[src/rtl/mtu_pkg.sv]
package mtu_pkg;
  localparam int OFF_W = 4;
  localparam logic [OFF_W-1:0] OFF_RELOAD = 4'd3;
  localparam logic [OFF_W-1:0] OFF_MODE   = 4'd4;
  localparam logic [OFF_W-1:0] OFF_MASK   = 4'd5;
  localparam logic [OFF_W-1:0] OFF_STS    = 4'd6;
  localparam logic [OFF_W-1:0] OFF_SNAP   = 4'd7;
endpackage

[src/rtl/mtu_counter.sv]
module mtu_counter #(
  parameter int CNT_W = 32
) (
  input  logic             clk_i,
  input  logic             rst_ni,
  input  logic             run_i,
  input  logic             restart_i,
  input  logic             reload_i,
  input  logic [CNT_W-1:0] reload_val_i,
  output logic [CNT_W-1:0] cnt_o
);
  always_ff @(posedge clk_i or negedge rst_ni) begin
    if (!rst_ni)        cnt_o <= '0;
    else if (restart_i) cnt_o <= '0;
    else if (run_i)     cnt_o <= reload_i ? reload_val_i : cnt_o + 1'b1;
  end
endmodule

[src/rtl/mtu_cmp_bank.sv]
module mtu_cmp_bank #(
  parameter int N_CMP = 3,
  parameter int CNT_W = 32
) (
  input  logic                        clk_i,
  input  logic                        rst_ni,
  input  logic                        run_i,
  input  logic [CNT_W-1:0]            cnt_i,
  input  logic [N_CMP-1:0][CNT_W-1:0] match_i,
  input  logic [N_CMP-1:0]            clr_i,
  output logic [N_CMP-1:0]            hit_o,
  output logic [N_CMP-1:0]            sts_o
);
  for (genvar k = 0; k < N_CMP; k++) begin : g_cmp
    assign hit_o[k] = run_i && (cnt_i == match_i[k]);
    // set beats clear on the same edge
    always_ff @(posedge clk_i or negedge rst_ni) begin
      if (!rst_ni) sts_o[k] <= 1'b0;
      else         sts_o[k] <= (sts_o[k] & ~clr_i[k]) | hit_o[k];
    end
  end
endmodule

[src/rtl/mtu_channel.sv]
module mtu_channel
  import mtu_pkg::*;
#(
  parameter int N_CMP = 3,
  parameter int CNT_W = 32
) (
  input  logic             clk_i,
  input  logic             rst_ni,
  input  logic             run_i,
  input  logic             restart_i,
  input  logic             wr_i,
  input  logic [OFF_W-1:0] off_i,
  input  logic [CNT_W-1:0] wdata_i,
  output logic [CNT_W-1:0] rdata_o,
  output logic             irq_o,
  output logic [CNT_W-1:0] cnt_o,
  output logic [N_CMP-1:0] sts_o,
  output logic [CNT_W-1:0] match0_o,
  output logic [CNT_W-1:0] reload_o,
  output logic             periodic_o
);
  logic [N_CMP-1:0][CNT_W-1:0] match_q;
  logic [CNT_W-1:0]            reload_q;
  logic [CNT_W-1:0]            snap_q;
  logic [N_CMP-1:0]            mask_q;
  logic                        periodic_q;
  logic [N_CMP-1:0]            hit;
  logic [N_CMP-1:0]            clr;

  always_ff @(posedge clk_i or negedge rst_ni) begin
    if (!rst_ni) begin
      match_q    <= '0;
      reload_q   <= '0;
      snap_q     <= '0;
      mask_q     <= '0;
      periodic_q <= 1'b0;
    end else if (wr_i) begin
      for (int k = 0; k < N_CMP; k++)
        if (off_i == OFF_W'(k)) match_q[k] <= wdata_i;
      case (off_i)
        OFF_RELOAD: reload_q   <= wdata_i;
        OFF_MODE:   periodic_q <= wdata_i[0];
        OFF_MASK:   mask_q     <= wdata_i[N_CMP-1:0];
        OFF_SNAP:   snap_q     <= cnt_o;
        default: ;
      endcase
    end
  end

  assign clr = (wr_i && off_i == OFF_STS) ? wdata_i[N_CMP-1:0] : '0;

  mtu_counter #(.CNT_W(CNT_W)) u_cnt (
    .clk_i        (clk_i),
    .rst_ni       (rst_ni),
    .run_i        (run_i),
    .restart_i    (restart_i),
    .reload_i     (periodic_q && hit[0]),
    .reload_val_i (reload_q),
    .cnt_o        (cnt_o)
  );

  mtu_cmp_bank #(.N_CMP(N_CMP), .CNT_W(CNT_W)) u_cmp (
    .clk_i   (clk_i),
    .rst_ni  (rst_ni),
    .run_i   (run_i),
    .cnt_i   (cnt_o),
    .match_i (match_q),
    .clr_i   (clr),
    .hit_o   (hit),
    .sts_o   (sts_o)
  );

  assign irq_o      = |(sts_o & mask_q);
  assign match0_o   = match_q[0];
  assign reload_o   = reload_q;
  assign periodic_o = periodic_q;

  always_comb begin
    rdata_o = '0;
    for (int k = 0; k < N_CMP; k++)
      if (off_i == OFF_W'(k)) rdata_o = match_q[k];
    case (off_i)
      OFF_RELOAD: rdata_o = reload_q;
      OFF_MODE:   rdata_o = CNT_W'(periodic_q);
      OFF_MASK:   rdata_o = CNT_W'(mask_q);
      OFF_STS:    rdata_o = CNT_W'(sts_o);
      OFF_SNAP:   rdata_o = snap_q;
      default: ;
    endcase
  end
endmodule

[src/rtl/match_timer_unit.sv]
module match_timer_unit
  import mtu_pkg::*;
#(
  parameter int N_TIMERS = 3,
  parameter int N_CMP    = 3,  // at most 3: offsets 3..7 are fixed
  parameter int CNT_W    = 32,
  parameter int ADDR_W   = 8
) (
  input  logic                clk_i,
  input  logic                rst_ni,
  input  logic                we_i,
  input  logic                re_i,
  input  logic [ADDR_W-1:0]   addr_i,
  input  logic [CNT_W-1:0]    wdata_i,
  output logic [CNT_W-1:0]    rdata_o,
  output logic [N_TIMERS-1:0] irq_o
);
  localparam int SEL_W = ADDR_W - OFF_W;

  logic [SEL_W-1:0]                   sel;
  logic [OFF_W-1:0]                   off;
  logic                               run_wr;
  logic [N_TIMERS-1:0]                run_q;
  logic [N_TIMERS-1:0]                restart;
  logic [N_TIMERS-1:0][CNT_W-1:0]     ch_rdata;
  logic [N_TIMERS-1:0][CNT_W-1:0]     cnt_all;
  logic [N_TIMERS-1:0][N_CMP-1:0]     sts_all;
  logic [N_TIMERS-1:0][CNT_W-1:0]     match0_all;
  logic [N_TIMERS-1:0][CNT_W-1:0]     reload_all;
  logic [N_TIMERS-1:0]                periodic_all;

  assign sel     = addr_i[ADDR_W-1:OFF_W];
  assign off     = addr_i[OFF_W-1:0];
  assign run_wr  = we_i && sel == '0 && off == '0;
  assign restart = run_wr ? (wdata_i[N_TIMERS-1:0] & ~run_q) : '0;

  always_ff @(posedge clk_i or negedge rst_ni) begin
    if (!rst_ni)     run_q <= '0;
    else if (run_wr) run_q <= wdata_i[N_TIMERS-1:0];
  end

  for (genvar t = 0; t < N_TIMERS; t++) begin : g_tmr
    mtu_channel #(.N_CMP(N_CMP), .CNT_W(CNT_W)) u_ch (
      .clk_i      (clk_i),
      .rst_ni     (rst_ni),
      .run_i      (run_q[t]),
      .restart_i  (restart[t]),
      .wr_i       (we_i && sel == SEL_W'(t + 1)),
      .off_i      (off),
      .wdata_i    (wdata_i),
      .rdata_o    (ch_rdata[t]),
      .irq_o      (irq_o[t]),
      .cnt_o      (cnt_all[t]),
      .sts_o      (sts_all[t]),
      .match0_o   (match0_all[t]),
      .reload_o   (reload_all[t]),
      .periodic_o (periodic_all[t])
    );
  end

  always_comb begin
    rdata_o = '0;
    if (re_i) begin
      if (sel == '0 && off == '0) rdata_o = CNT_W'(run_q);
      for (int t = 0; t < N_TIMERS; t++)
        if (sel == SEL_W'(t + 1)) rdata_o = ch_rdata[t];
    end
  end
endmodule

[config.mk]
export PLATFORM = sky130hd
export DESIGN_NAME = match_timer_unit
export DESIGN_NICKNAME = d
export VERILOG_FILES = /design/src/rtl/mtu_pkg.sv /design/src/rtl/mtu_counter.sv /design/src/rtl/mtu_cmp_bank.sv /design/src/rtl/mtu_channel.sv /design/src/rtl/match_timer_unit.sv
export SDC_FILE = /design/constraint.sdc
export NUM_CORES = 1
export LEC_CHECK = 0
export BUFFER_PORTS_ARGS = -buffer_cell sky130_fd_sc_hd__buf_2
export CORE_MARGIN = 2
export CORE_UTILIZATION = 63
export DETAILED_ROUTE_END_ITERATION = 7
export PLACE_DENSITY = 0.76
export REMOVE_ABC_BUFFERS = 1
export SYNTH_ARGS = -nofsm -noshare
export SYNTH_HDL_FRONTEND = slang
export SYNTH_SLANG_ARGS = --single-unit
export TNS_END_PERCENT = 5
[constraint.sdc]
create_clock -name clk_i -period 3.8 [get_ports clk_i]
set_clock_uncertainty 0.1 [all_clocks]
set_input_delay 0.38 -clock clk_i [delete_from_list [all_inputs] [get_ports clk_i]]
set_output_delay 0.38 -clock clk_i [all_outputs]
set_load 0.01 [all_outputs]
==> metrics.txt <==
# TYPE chip_impl_metric gauge
chip_impl_metric{name="yosysWarnings",unit=""} 0
chip_impl_metric{name="synth.ff_latch_count",unit=""} 600
chip_impl_metric{name="gr-total-overflow",unit=""} 0
chip_impl_metric{name="drt_first_iter_violations",unit=""} 4440
chip_impl_metric{name="timing_worst_slew_pin_value",unit="ns"} 1.20
chip_impl_metric{name="final_min_period_over_clock_period",unit=""} 0.923
chip_impl_metric{name="cellPowerDensity",unit="mW/mm²"} 568
chip_impl_metric{name="yosysUniqueCellTypes",unit=""} 77
chip_impl_metric{name="post_dp_cell_area",unit="mm²"} 0.0336
chip_impl_metric{name="final-max-slew-violation-count",unit=""} 0
chip_impl_metric{name="max_freq",unit="MHz"} 285
chip_impl_metric{name="path_clk_slew",unit="ns"} 0.06
chip_impl_metric{name="port_buffers",unit=""} 78
chip_impl_metric{name="syn-mean-instance-area",unit="µm²"} 10.9
chip_impl_metric{name="antenna_violating_nets_post_route",unit=""} 0
chip_impl_metric{name="report.final.hold_viol_count",unit=""} 0
chip_impl_metric{name="core_area",unit="mm²"} 0.0511
chip_impl_info{name="cp-end-kind",value="output port"} 1
chip_impl_metric{name="r2r_setup_slack",unit="ns"} 0.61
chip_impl_metric{name="track_usage",unit=""} 0.454
chip_impl_metric{name="floorplan.die_area",unit="mm²"} 0.0533
chip_impl_metric{name="layout-drive-gt1-share",unit=""} 0.278
chip_impl_metric{name="worst_ep_required_time",unit="ns"} 3.32
chip_impl_metric{name="maxCapViolCount",unit=""} 0
chip_impl_metric{name="wire_length_of_the_first_global_routing_pass",unit="µm"} 178000
chip_impl_info{name="cts_tree",value="built"} 1
chip_impl_info{name="cp_cell_sequence",value="buf_2 -> nor4b_2 -> buf_12 -> buf_4 -> a222oi_1 -> a21oi_1 -> a2111oi_0 -> nor3_1 -> buf_2"} 1
chip_impl_metric{name="drt_pass1_iterations",unit=""} 8
chip_impl_metric{name="std_cell_rows",unit=""} 83
chip_impl_metric{name="cell_count_after_synthesis",unit=""} 2974
chip_impl_metric{name="syn-cell-area",unit="mm²"} 0.0324
chip_impl_metric{name="worst_ep_arrival_time",unit="ns"} 3.03
chip_impl_metric{name="cts.sinks",unit=""} 600
chip_impl_info{name="ys_dominant_reg_cell",value="sky130_fd_sc_hd__dfrtp_1"} 1
chip_impl_metric{name="report.final.setup_viol",unit=""} 0
chip_impl_metric{name="final.fill_count",unit=""} 3791
chip_impl_metric{name="finalWorstPathRequiredPeriod",unit="ns"} 3.51
chip_impl_info{name="run_status",value="complete, no violations"} 1
chip_impl_metric{name="cts-htree-levels",unit=""} 3
chip_impl_metric{name="dr_total_vias",unit=""} 27200
chip_impl_metric{name="final_net_count",unit=""} 2988
chip_impl_metric{name="register_area",unit="mm²"} 0.0150
chip_impl_metric{name="fp.dieW",unit="µm"} 231
chip_impl_info{name="path_common_cell",value="sky130_fd_sc_hd__buf_2"} 1
chip_impl_metric{name="die_h",unit="µm"} 231
chip_impl_metric{name="static-leakage-power",unit="nW"} 16.2
chip_impl_info{name="criticalPathCategory",value="in2out"} 1
chip_impl_metric{name="post_route_cell_area",unit="mm²"} 0.0360
chip_impl_info{name="critPathSlowestCell",value="sky130_fd_sc_hd__a222oi_1"} 1
chip_impl_metric{name="clk_latency",unit="ns"} 0.62
chip_impl_metric{name="drt-vias-per-instance",unit=""} 7.39
chip_impl_info{name="grt_setup_unrepaired",value="false"} 1
chip_impl_metric{name="globalplace.congestion",unit=""} 1.02
chip_impl_metric{name="postSynth.asyncResetShare",unit=""} 1.00
chip_impl_metric{name="routed_wl",unit="µm"} 120000
chip_impl_metric{name="routed_wire_length_per_instance",unit="µm"} 32.8
chip_impl_info{name="holdCritPathClass",value="in2reg"} 1
chip_impl_info{name="start_kind",value="input pin"} 1
chip_impl_metric{name="post_cts_resized",unit=""} 0
chip_impl_metric{name="cts_setup_buffers",unit=""} 0
chip_impl_metric{name="area.growth.synth_to_final",unit="%"} 11.0
chip_impl_metric{name="critical-path-max-stage-delay",unit="ns"} 0.74
chip_impl_metric{name="crit_path_max_fanout",unit=""} 40
chip_impl_metric{name="peakVddDrop",unit="mV"} 0.513
chip_impl_metric{name="largest_net_degree_at_the_start_of_global_routing",unit=""} 103
chip_impl_metric{name="relSlewSlack",unit=""} 0.191
chip_impl_metric{name="initial_utilization",unit=""} 0.634
chip_impl_metric{name="post-route-drc-count",unit=""} 0
chip_impl_metric{name="synth-edff-count",unit=""} 0
chip_impl_metric{name="cts-hold-fix-buffers",unit=""} 1
chip_impl_metric{name="vias_in_the_first_global_route",unit=""} 26300
chip_impl_metric{name="numCtsBuffers",unit=""} 69
chip_impl_metric{name="finish.utilization",unit=""} 0.704
chip_impl_metric{name="synth.yosys.seq_area_share",unit=""} 0.463
chip_impl_metric{name="max_root_sink_buffers",unit=""} 3
chip_impl_info{name="clockRootBuffer",value="sky130_fd_sc_hd__clkbuf_16"} 1
chip_impl_metric{name="ioPinCount",unit=""} 79
chip_impl_metric{name="dp.final_hpwl",unit="µm"} 82500
chip_impl_metric{name="multi_input_area",unit="mm²"} 0.0161
chip_impl_metric{name="antenna_found_initial",unit=""} 4
==> cell type report <==
type / instances / area share
Multi-Input combinational cell: 2036 / 0.447
Antenna cell: 1 / 0.0000696
Clock buffer: 104 / 0.0582
Timing Repair Buffer: 199 / 0.0427
Sequential cell: 600 / 0.418
Tap cell: 680 / 0.0237
Inverter: 35 / 0.00365
Clock inverter: 21 / 0.00734
==> synthesized netlist by cell type (12+ instances only) <==
master                     number  area, µm²
sky130_fd_sc_hd__nand3_1       95        475
sky130_fd_sc_hd__mux2_2       468       5270
sky130_fd_sc_hd__mux2i_1       19        190
sky130_fd_sc_hd__nor3_1        73        365
sky130_fd_sc_hd__a222oi_1      66        661
sky130_fd_sc_hd__a31oi_1       18        113
sky130_fd_sc_hd__buf_4         12       90.1
sky130_fd_sc_hd__o21ai_0       72        360
sky130_fd_sc_hd__o22ai_1       17        106
sky130_fd_sc_hd__nor4_1        59        369
sky130_fd_sc_hd__dfrtp_1      600      15000
sky130_fd_sc_hd__a22o_1        12        105
sky130_fd_sc_hd__a311oi_1      28        245
sky130_fd_sc_hd__xor2_1       140       1230
sky130_fd_sc_hd__xnor2_1      156       1370
sky130_fd_sc_hd__a22oi_1      131        983
sky130_fd_sc_hd__buf_1         35        131
sky130_fd_sc_hd__inv_1         33        124
sky130_fd_sc_hd__buf_2         30        150
sky130_fd_sc_hd__nand4b_1      21        184
sky130_fd_sc_hd__clkbuf_1     219        822
sky130_fd_sc_hd__nand2_1      181        679
sky130_fd_sc_hd__nor2_1        48        180
sky130_fd_sc_hd__nand4_1       93        582
sky130_fd_sc_hd__and3_1        36        225
sky130_fd_sc_hd__a21oi_1       92        460
sky130_fd_sc_hd__a32oi_1       51        447
==> power breakdown <==
group | internal [mW] | switching (mW)
Combinational | 1.94 | 2.96
Sequential | 7.11 | 1.45
Clock | 4.16 | 2.82
==> per-layer routing <==
metal / track usage / vias up / wire, µm
li1: - / 11000 / -
met1: 0.614 / 13700 / 45200
met2: 0.662 / 2056 / 51900
met3: 0.115 / 422 / 15000
met4: 0.266 / 4 / 8300
met5: 0 / - / 30
==> cells by family after synthesis <==
logic type	after synthesis	share of synthesized area
buffers and inverters	338	0.0431
AND/OR/NAND/NOR	700	0.118
adder cells (fa/ha/maj)	3	0.00116
XOR/XNOR	297	0.0805
AO/OA/AOI/OAI	542	0.122
multiplexers	494	0.172
flip-flops	600	0.463
==> placed cells by master (no fill, tap or decap), drive strengths merged, types with 51 or more instances in the layout <==
| cell type | n |
|---|---|
| a22oi | 131 |
| a21oi | 92 |
| nor3 | 74 |
| xnor2 | 157 |
| clkbuf | 104 |
| dfrtp | 600 |
| nand3 | 95 |
| nand4 | 94 |
| buf | 198 |
| a222oi | 66 |
| nor4 | 63 |
| o21ai | 79 |
| xor2 | 140 |
| nand2 | 181 |
| a32oi | 51 |
| mux2 | 475 |
==> metrics by stage <==
stage | cells | TNS (ns) | worst slack (ns) | power (mW) | hold slack, ns
2_1_floorplan | 2671 | -3466.20 | -8.96 | 11.0 | -0.0156
3_3_place_gp | 3549 | 0 | 0.609 | 13.2 | 0.341
3_5_place_dp | 3549 | 0 | 0.580 | 13.3 | 0.350
4_1_cts | 3675 | 0 | 0.516 | 20.2 | 0.153
5_1_grt | 3675 | 0 | 0.295 | 21.1 | 0.181
6_report | 3676 | 0 | 0.292 | 20.4 | 0.174
==> worst paths after layout <==
kind | cells after the start | start | endpoint
max in group asynchronous | 3 | rst_ni | g_tmr[2].u_ch.match_q[80]$_DFFE_PN0P_
min | 2 | wdata_i[22] | g_tmr[0].u_ch.match_q[54]$_DFFE_PN0P_
min reg2reg | 2 | g_tmr[1].u_ch.snap_q[19]$_DFFE_PN0P_ | g_tmr[1].u_ch.snap_q[19]$_DFFE_PN0P_
max | 9 | addr_i[0] | rdata_o[2]
max reg2reg | 6 | g_tmr[2].u_ch.u_cnt.cnt_o[21]$_DFFE_PN0P_ | g_tmr[2].u_ch.u_cnt.cnt_o[29]$_DFFE_PN0P_
min in group asynchronous | 2 | rst_ni | g_tmr[1].u_ch.u_cnt.cnt_o[3]$_DFFE_PN0P_
==> critical path, delay by kind of cell <==
kind                   cells  cell delay (ns)
AO/OA/AOI/OAI              3             1.45
buffers and inverters      4             0.77
AND/OR/NAND/NOR            2             0.37
==> flip-flops by register name (all words and copies together), names as in the netlist <==
register	cells
g_tmr.u_ch.snap_q	96
run_q	3
g_tmr.u_ch.match0_o	96
g_tmr.u_ch.periodic_o	3
g_tmr.u_ch.u_cmp.sts_o	9
g_tmr.u_ch.reload_o	96
g_tmr.u_ch.mask_q	9
g_tmr.u_ch.u_cnt.cnt_o	96
g_tmr.u_ch.match_q	192
(Power assumes the default switching activity.)
